### config.mk
export PLATFORM = sky130hd
export DESIGN_NAME = ltmr_top
export DESIGN_NICKNAME = d
export VERILOG_FILES = /design/src/rtl/ltmr_pkg.sv /design/src/rtl/ltmr_regs.sv /design/src/rtl/ltmr_prescale.sv /design/src/rtl/ltmr_counter.sv /design/src/rtl/ltmr_top.sv
export SDC_FILE = /design/constraint.sdc
export NUM_CORES = 1
export LEC_CHECK = 0
export ABC_AREA = 1
export BUFFER_PORTS_ARGS = -buffer_cell sky130_fd_sc_hd__buf_2
export CORE_MARGIN = 2
export CORE_UTILIZATION = 59
export DETAILED_ROUTE_END_ITERATION = 10
export MAX_ROUTING_LAYER = met4
export PLACE_DENSITY_LB_ADDON = 0.12
export SLEW_MARGIN = 10
export SYNTH_ARGS = -nofsm -noshare
export SYNTH_HDL_FRONTEND = slang
export SYNTH_SLANG_ARGS = --single-unit
### constraint.sdc
create_clock -name clk -period 2.8 [get_ports clk]
set_clock_uncertainty 0.1 [all_clocks]
set_input_delay 0.84 -clock clk [delete_from_list [all_inputs] [get_ports clk]]
set_output_delay 0.84 -clock clk [all_outputs]
set_load 0.03 [all_outputs]
### src/rtl/ltmr_pkg.sv
`timescale 1ns/1ps
// ltmr_pkg: register selects, control-word bit positions and the divide
// decode shared by the interval timer and its checker.
package ltmr_pkg;

    typedef enum logic [1:0] {
        SEL_CTRL = 2'd0,
        SEL_INIT = 2'd1,
        SEL_CURR = 2'd2,
        SEL_DIV  = 2'd3
    } reg_sel_e;

    localparam int CTRL_PERIODIC_BIT = 17;
    localparam int CTRL_MASK_BIT     = 16;
    localparam int VEC_W             = 8;
    localparam int DIV_W             = 4;
    localparam int SHIFT_W           = 3;

    // Turn the sparse divide field into a prescale shift (wraps mod 8).
    function automatic logic [SHIFT_W-1:0] div_to_shift(input logic [DIV_W-1:0] dv);
        logic [SHIFT_W-1:0] code;
        code = {dv[3], dv[1:0]};
        return code + 3'd1;
    endfunction

endpackage

### src/rtl/ltmr_regs.sv
`timescale 1ns/1ps
// ltmr_regs: software-visible configuration storage.
// Holds the control word fields, the initial count and the divide field.
// Issues one-clock load strobes when the initial count or the divide
// register is written. Assumes DATA_W >= 18 so that all control bits fit.
module ltmr_regs
    import ltmr_pkg::*;
#(
    parameter int DATA_W = 32
) (
    input  logic              clk,
    input  logic              rst_n,
    input  logic              wr_en,
    input  logic [1:0]        wr_addr,
    input  logic [DATA_W-1:0] wr_data,
    output logic              ctrl_mask,
    output logic              ctrl_periodic,
    output logic [VEC_W-1:0]  ctrl_vec,
    output logic [DATA_W-1:0] init_val,
    output logic [DIV_W-1:0]  div_val,
    output logic              init_load,
    output logic              div_load
);

    logic ctrl_wr;

    // Decode the write strobes per register.
    always_comb begin
        ctrl_wr   = wr_en && (reg_sel_e'(wr_addr) == SEL_CTRL);
        init_load = wr_en && (reg_sel_e'(wr_addr) == SEL_INIT);
        div_load  = wr_en && (reg_sel_e'(wr_addr) == SEL_DIV);
    end

    // Control word fields; reset leaves the timer masked.
    always_ff @(posedge clk) begin
        if (!rst_n) begin
            ctrl_mask     <= 1'b1;
            ctrl_periodic <= 1'b0;
            ctrl_vec      <= '0;
        end else if (ctrl_wr) begin
            ctrl_mask     <= wr_data[CTRL_MASK_BIT];
            ctrl_periodic <= wr_data[CTRL_PERIODIC_BIT];
            ctrl_vec      <= wr_data[VEC_W-1:0];
        end
    end

    // Initial count storage.
    always_ff @(posedge clk) begin
        if (!rst_n)
            init_val <= '0;
        else if (init_load)
            init_val <= wr_data;
    end

    // Divide field, keeping only bits 3, 1 and 0.
    always_ff @(posedge clk) begin
        if (!rst_n)
            div_val <= '0;
        else if (div_load)
            div_val <= {wr_data[3], 1'b0, wr_data[1:0]};
    end

endmodule

### src/rtl/ltmr_prescale.sv
`timescale 1ns/1ps
// ltmr_prescale: free-running power-of-two prescaler.
// Raises tick once every 2^shift clocks. restart zeroes the phase so that
// the first tick lands 2^shift clocks after the restart edge.
// Assumes PRE_W > the largest shift (7).
module ltmr_prescale
    import ltmr_pkg::*;
#(
    parameter int PRE_W = 8
) (
    input  logic               clk,
    input  logic               rst_n,
    input  logic               restart,
    input  logic [SHIFT_W-1:0] shift,
    output logic               tick
);

    localparam logic [PRE_W-1:0] ONE = {{(PRE_W-1){1'b0}}, 1'b1};

    logic [PRE_W-1:0] phase_q;
    logic [PRE_W-1:0] phase_mask;

    // Phase counter, cleared on reset or restart.
    always_ff @(posedge clk) begin
        if (!rst_n || restart)
            phase_q <= '0;
        else
            phase_q <= phase_q + ONE;
    end

    // Tick when all low shift bits of the phase are ones.
    always_comb begin
        phase_mask = (ONE << shift) - ONE;
        tick       = (phase_q & phase_mask) == phase_mask;
    end

endmodule

### src/rtl/ltmr_counter.sv
`timescale 1ns/1ps
// ltmr_counter: the current-count register and the expiry strobe.
// Loads on an initial-count write, decrements on each tick and reloads from
// the initial value one tick after reaching zero in periodic mode. Fires
// one clock after the tick that brings the count to zero, unless masked or
// overridden by a load on the same edge.
module ltmr_counter
    import ltmr_pkg::*;
#(
    parameter int CNT_W = 32
) (
    input  logic             clk,
    input  logic             rst_n,
    input  logic             load,
    input  logic [CNT_W-1:0] load_val,
    input  logic             tick,
    input  logic             periodic,
    input  logic             mask,
    input  logic [VEC_W-1:0] vec_in,
    output logic [CNT_W-1:0] cur,
    output logic             fire,
    output logic [VEC_W-1:0] fire_vec
);

    localparam logic [CNT_W-1:0] ONE = {{(CNT_W-1){1'b0}}, 1'b1};

    logic [CNT_W-1:0] cur_nxt;
    logic             hit_zero;

    // Next count and terminal-tick detection.
    always_comb begin
        hit_zero = tick && !load && (cur == ONE);
        if (load)
            cur_nxt = load_val;
        else if (!tick)
            cur_nxt = cur;
        else if (cur != '0)
            cur_nxt = cur - ONE;
        else if (periodic)
            cur_nxt = load_val;
        else
            cur_nxt = '0;
    end

    // Count register.
    always_ff @(posedge clk) begin
        if (!rst_n)
            cur <= '0;
        else
            cur <= cur_nxt;
    end

    // Registered strobe and vector capture.
    always_ff @(posedge clk) begin
        if (!rst_n) begin
            fire     <= 1'b0;
            fire_vec <= '0;
        end else begin
            fire <= hit_zero && !mask;
            if (hit_zero)
                fire_vec <= vec_in;
        end
    end

endmodule

### src/rtl/ltmr_top.sv
`timescale 1ns/1ps
// ltmr_top: per-processor interval timer.
// Ties the register file, the prescaler and the countdown together and
// provides a combinational read port. Writing the initial count or the
// divide register restarts the prescaler phase.
module ltmr_top
    import ltmr_pkg::*;
#(
    parameter int DATA_W = 32,
    parameter int PRE_W  = 8
) (
    input  logic              clk,
    input  logic              rst_n,
    input  logic              wr_en,
    input  logic [1:0]        wr_addr,
    input  logic [DATA_W-1:0] wr_data,
    input  logic [1:0]        rd_addr,
    output logic [DATA_W-1:0] rd_data,
    output logic              fire,
    output logic [VEC_W-1:0]  fire_vec
);

    logic              ctrl_mask;
    logic              ctrl_periodic;
    logic [VEC_W-1:0]  ctrl_vec;
    logic [DATA_W-1:0] init_count;
    logic [DIV_W-1:0]  div_reg;
    logic              init_load;
    logic              div_load;
    logic              tick;
    logic [DATA_W-1:0] cur_count;
    logic [DATA_W-1:0] ctrl_word;

    ltmr_regs #(.DATA_W(DATA_W)) u_regs (
        .clk(clk), .rst_n(rst_n), .wr_en(wr_en), .wr_addr(wr_addr),
        .wr_data(wr_data), .ctrl_mask(ctrl_mask), .ctrl_periodic(ctrl_periodic),
        .ctrl_vec(ctrl_vec), .init_val(init_count), .div_val(div_reg),
        .init_load(init_load), .div_load(div_load)
    );

    ltmr_prescale #(.PRE_W(PRE_W)) u_pre (
        .clk(clk), .rst_n(rst_n), .restart(init_load || div_load),
        .shift(div_to_shift(div_reg)), .tick(tick)
    );

    ltmr_counter #(.CNT_W(DATA_W)) u_cnt (
        .clk(clk), .rst_n(rst_n), .load(init_load),
        .load_val(init_load ? wr_data : init_count), .tick(tick),
        .periodic(ctrl_periodic), .mask(ctrl_mask), .vec_in(ctrl_vec),
        .cur(cur_count), .fire(fire), .fire_vec(fire_vec)
    );

    // Assemble the control word and select the read data.
    always_comb begin
        ctrl_word                    = '0;
        ctrl_word[CTRL_PERIODIC_BIT] = ctrl_periodic;
        ctrl_word[CTRL_MASK_BIT]     = ctrl_mask;
        ctrl_word[VEC_W-1:0]         = ctrl_vec;
        case (reg_sel_e'(rd_addr))
            SEL_CTRL: rd_data = ctrl_word;
            SEL_INIT: rd_data = init_count;
            SEL_CURR: rd_data = cur_count;
            default:  rd_data = {{(DATA_W-DIV_W){1'b0}}, div_reg};
        endcase
    end

endmodule

==> flow_summary.toml, run 1 <==
[global_routing]
grt_max_degree = 53
grt_remaining_overflow = 0
use_met3_pct = 3.99
grt_busiest_layer = "met2"
grt_pass1_vias = 5846
grtUsageMet1_pct = 42.6
antenna_found_initial = 0
grt.total_usage_pct = 31.0
grtUsageMet2_pct = 48.2
grt_pass1_wl_um = 27600

[place]
dp.cells = 1244
hpwl_um = 12200
gp_congestion = 0.935
port_buffers = 79

[synth]
synthMuxAreaShare_pct = 0
postSynthCellCount = 1049
seq_area_frac_synth_pct = 30.7
synth_xor_area_share_pct = 1.29
yosys.area_share.simple_pct = 40.7
synth-adder-area-share_pct = 1.43
synth_top_family_by_area = "simple AND/OR/NAND/NOR gates"
syn_avg_cell_area_um2 = 5.84
synth_seq_cells = 94
ys_types = 32
synth-compound-area-share_pct = 12.6
syn_nets = 1095
syn_area_mm2 = 0.00613
yosys_warnings = 0

[drt]
antenna_left = 0
drtIter0Drc = 509
drc = 0
wl_per_cell_um = 13.2
dr_total_vias = 6621
via_per_inst = 5.25
routed_wl_um = 16600
dr.pass1.iters = 6

[cells_and_area]
drive_above_1_share_pct = 13.4
layout-area-overhead-vs-synth_pct = 14.1
final_cell_mix = "nand2_1, nor2_1, inv_1"
layout.cells.non_filler = 1261
layout.cells.most_common = "nand2_1"
diodes = 0
fin_nets = 1166

[floorplanning]
die_w_um = 106
initial_core_util_pct = 60.2
ios = 80
dieArea_mm2 = 0.0112
dieHeight_um = 106
core_mm2 = 0.0102
rows = 37

[pwr]
internal_power_uw = 2420
leakage_uw = 0.00341
peakVddDrop_mv = 0.300
powerDensity_mw_per_mm2 = 575
p_comb_share_pct = 38.0
clock_power_share_pct = 25.2
p_sw_uw = 1610
seqPwrFrac_pct = 36.8
swShare_pct = 39.9

[cts]
cts-htree-levels = 3
clk_pin_slew_ns = 0.09
cts_hold_buf = 0
cts_made_buffers = 9
cts_max_path_buffers = 2
cts.sinks = 94
clockRootBuffer = "clkbuf_8"
cts_tree = "yes"
clk_latency_ns = 0.38

[worst_setup_path]
worstSetupEndpointType = "primary output"
critPathLaunchType = "primary input"
cp_max_fo = 12
worst-endpoint-required_ns = 1.86
crit_type = "in2out"
crit_arrival_ns = 1.79

[timing]
tightest_slew_ns = 0.552
finalSetupViolCount = 0
hold_viol_final = 0
maxSlewViolCount = 0
clock.fmax_mhz = 367
fin_crit_ns = 2.73
relSlewSlack_pct = 63.1
hold_ws_ns = 0.367
fin_crit_sh_pct = 97.4

[min_path]
hp-class = "reg2reg"

[run]
cap_violations = 0

[run_status]
status = "finished, final reports clean"
==> power by group through the flow <==
stage	Clock, µW	Sequential [µW]	Combinational [µW]
after floorplan	0	1490	1140
after global routing	1080	1490	1750
final	1010	1480	1530
after CTS	1030	1480	1500
after detailed placement	0	1510	1480
after global placement	0	1510	1460
==> metrics by stage <==
step,setup WS [ns],instance area [µm²],power (µW),utilization [%],TNS (ns)
after floorplan,0.0268,6130,2630,-,0
after global placement,-0.00269,6710,2970,65.9,-0.00436
after detailed placement,-0.0289,6710,2990,65.9,-0.0994
after CTS,0.00809,6940,4010,68.2,0
after global routing,-0.00814,7000,4320,68.7,-0.00814
final,0.0719,7000,4020,68.7,0
==> repair_timing <==
item,CTS,global route
gates resized for setup,3,16
setup endpoints to repair,4,52
cloned,0,1
buffers inserted,0,0
==> Yosys cell counts <==
cell         n  area share [%]
nand4_1     18             1.8
nand2_1    308              19
nand3_1     77             6.3
nor2_1     161             9.9
nor3_4       1            0.27
nand2_4      1            0.18
o21ai_0     55             4.5
nor4_1       1            0.10
dfxtp_1     94              31
clkinv_1     1           0.061
clkbuf_1    18             1.1
xor2_1       9             1.3
buf_1        5            0.31
nand3_2      4            0.65
inv_1      155             9.5
o22ai_1     24             2.4
nand2_2      3            0.31
o221ai_1     7             1.0
o21bai_1     1            0.12
nor2_4       2            0.37
o2111ai_1    1            0.14
buf_6        1            0.18
nor2_2       8            0.82
buf_4        7            0.86
nand3_4      2            0.57
nor3_1       7            0.57
o21ai_1     11            0.90
a31oi_1      1            0.10
buf_2       12            0.98
ha_1         7             1.4
inv_2        6            0.37
a21oi_1     41             3.3
==> flip-flops by register name, indices dropped and copies added (netlist names) <==
signal / count
u_cnt.cur: 32
u_regs.init_val: 32
u_cnt.fire_vec: 8
u_pre.phase_q: 8
u_regs.ctrl_vec: 8
u_regs.div_val: 3
u_cnt.fire: 1
u_regs.ctrl_mask: 1
u_regs.ctrl_periodic: 1
==> critical path: stages <==
cell and delay (ns):
buf_2 0.14, nor2_2 0.14, inv_2 0.11, buf_4 0.20, o22ai_1 0.14, clkbuf_4 0.22
==> metal layers <==
layer	share of wire, %	up-vias
li1	-	3430
met4	1.6	0
met2	45	213
met1	47	2956
met5	0	-
met3	6.0	22
==> cell type report <==
type	instances	area (µm²)
Inverter	162	608
Timing Repair Buffer	103	671
Sequential cell	94	1880
Tap cell	136	170
Multi-Input combinational cell	750	3440
Clock buffer	9	124
Clock inverter	7	96.3
Fill cell	1001	3190
==> cells by family (layout without fill, tap and decap cells) <==
group                    Yosys count  after routing
flip-flops                        94             94
AND/OR/NAND/NOR                  593            593
XOR/XNOR                           9              9
adder cells (fa/ha/maj)            7              7
AO/OA/AOI/OAI                    141            141
buffers and inverters            205            281
==> path summary, 6_finish.rpt <==
check                          end  cells after the start               from  slack (ns)
setup / recovery       rd_data[11]                      6         rd_addr[0]        0.07
hold / removal    u_pre.phase_q[0]                      1   u_pre.phase_q[0]        0.37
setup reg to reg     u_cnt.cur[20]                     18  u_regs.div_val[0]        0.23
hold reg to reg   u_pre.phase_q[0]                      1   u_pre.phase_q[0]        0.37
Power figures use the tool's default switching activity.
==> inputs of run 2 (changes only) <==
--- a/config.mk
+++ b/config.mk
@@ -8,7 +8,7 @@
 export ABC_AREA = 1
 export BUFFER_PORTS_ARGS = -buffer_cell sky130_fd_sc_hd__buf_2
 export CORE_MARGIN = 2
-export CORE_UTILIZATION = 59
+export CORE_UTILIZATION = 53
 export DETAILED_ROUTE_END_ITERATION = 10
 export MAX_ROUTING_LAYER = met4
 export PLACE_DENSITY_LB_ADDON = 0.12
==> constraint.sdc (replaced) <==
create_clock -name clk -period 2.24 [get_ports clk]
set_clock_uncertainty 0.1 [all_clocks]
set_input_delay 0.672 -clock clk [delete_from_list [all_inputs] [get_ports clk]]
set_output_delay 0.672 -clock clk [all_outputs]
set_load 0.03 [all_outputs]
==> flow_summary.toml, run 2 (synthesis gave the netlist of run 1 again) <==
[timing]
hold_ws_ns = 0.362
fin_setup_tns_ns = -6.92
rsz0062_at_grt = "yes"
hold_viol_final = 0
finalSetupViolCount = 73
clock.fmax_mhz = 402
relSlewSlack_pct = 62.4
fin_crit_ns = 2.49
tightest_slew_ns = 0.563
fin_crit_sh_pct = 111
fin_ws_ns = -0.248
maxSlewViolCount = 0

[pwr]
total_power_uw = 6060
peakVddDrop_mv = 0.470
powerDensity_mw_per_mm2 = 697
leakage_uw = 0.00399

[cells_and_area]
fin_nets = 1226
final_cell_mix = "nand2_1, nor2_1, inv_1"
layout.cells.most_common = "nand2_1"
final_area_mm2 = 0.00870
reg_top3 = "u_cnt.cur (32), u_regs.init_val (32)"
drive_above_1_share_pct = 25.2
utilization_pct = 76.6
layout-area-overhead-vs-synth_pct = 42.0
diodes = 0

[global_routing]
antenna_found_initial = 0
grt.total_usage_pct = 32.9
grt_pass1_vias = 6724
grt_max_degree = 44
grt_remaining_overflow = 0
grt_pass1_wl_um = 32400

[run_status]
violations = "setup timing"
status = "finished, violations left"

[cts]
cts.sinks = 94
cts-htree-levels = 3
clk_pin_slew_ns = 0.07
clockRootBuffer = "clkbuf_16"
cts_made_buffers = 9
cts_max_path_buffers = 2
cts_tree = "yes"
clk_latency_ns = 0.36

[floorplanning]
ios = 80
die_w_um = 112
core_mm2 = 0.0114
dieArea_mm2 = 0.0124
rows = 39
initial_core_util_pct = 53.9
dieHeight_um = 112

[worst_setup_path]
worstSetupEndpointType = "primary output"
worst-endpoint-required_ns = 1.47
cp_max_fo = 5
worstPathCellList = "buf_8 > clkinv_8 > nor2_4 > inv_8 > buf_6 > o22ai_4 > a21oi_2 > o21ai_1 > buf_4"
critPathLaunchType = "primary input"
crit_slowest_cell = "nor2_4"
crit_arrival_ns = 1.72
ff2ff_setup_slack_ns = -0.13
cp_top_family = "buffers and inverters"
critPathBufInv = 5
crit_type = "in2out"
critPathMaxStageDelay_ns = 0.21

[place]
port_buffers = 79
place_area_mm2 = 0.00716
gp_congestion = 0.919
hpwl_um = 12700

[drt]
dr.pass1.iters = 6
wl_per_cell_um = 15.4
drtIter0Drc = 600
via_per_inst = 5.44
antenna_left = 0
drc = 0
routed_wl_um = 20400
dr_total_vias = 7228

[min_path]
hp-class = "reg2reg"

[run]
cap_violations = 0
run 2: cell count changes in the layout (fill, tap and decap cells not counted), moves of 10 or more:
cell,previous run,this run
a21oi_1,41,30
a21oi_2,0,11
buf_12,4,15
buf_2,71,45
buf_4,24,56
buf_6,2,38
clkbuf_16,1,11
nand2_1,307,277
nand2_2,3,24
o22ai_1,24,0
o22ai_4,0,16
run 2: timing repair:
action | 4_1_cts | 5_1_grt
buffers inserted | 8 | 5
endpoints found under the setup margin | 73 | 73
resized for setup | 159 | 57
endpoints found under the hold margin | 0 | 0
pin swaps | 16 | 18
hold buffers | 0 | 0
cloned | 6 | 3
run 2: routing by layer:
metal  track usage (%)  routed length (µm)  vias up  share of wire [%]
met3              4.74                1390       39                6.8
met5                 -                   0        -                  0
met2              51.7                9660      282                 47
met4              12.6                 510        0                2.5
met1              43.1                8870     3353                 43
li1                  -                   -     3554                  -
run 2: worst register-to-register path: cells and delay by family, from the launching register on:
kind          cells  cell delay, ns
simple gates     12            1.08
buf+inv           3            0.25
flops             1            0.32
fa+ha+maj         2            0.53
run 2: layout make-up:
cell class                 count  area [µm²]
multi-input combinational    750        4080
fill                         859        2670
sequential                    94        1880
timing repair buffer         162        1580
inverter                     162         628
clock buffer                   9         225
tap                          143         179
clock inverter                 7         121
timing repair inverter         1        6.26
run 2: stage by stage:
step                      cells  setup WS [ns]
after floorplan            1049         -0.166
after global placement     1292         -0.195
after detailed placement   1292         -0.238
after CTS                  1321         -0.152
after global routing       1328         -0.292
final                      1328         -0.248
run 2: worst paths after layout:
check | cells after the start | to | startpoint
hold / removal | 1 | u_pre.phase_q[0] | u_pre.phase_q[0]
setup / recovery | 9 | rd_data[3] | rd_addr[1]
hold reg to reg | 1 | u_pre.phase_q[0] | u_pre.phase_q[0]
setup reg to reg | 17 | u_cnt.cur[22] | u_regs.div_val[1]
run 2: power by group:
part           total, µW  internal, µW  switching [µW]
sequential          1850          1770            87.6
combinational       2390           875            1520
clock               1820          1100             721
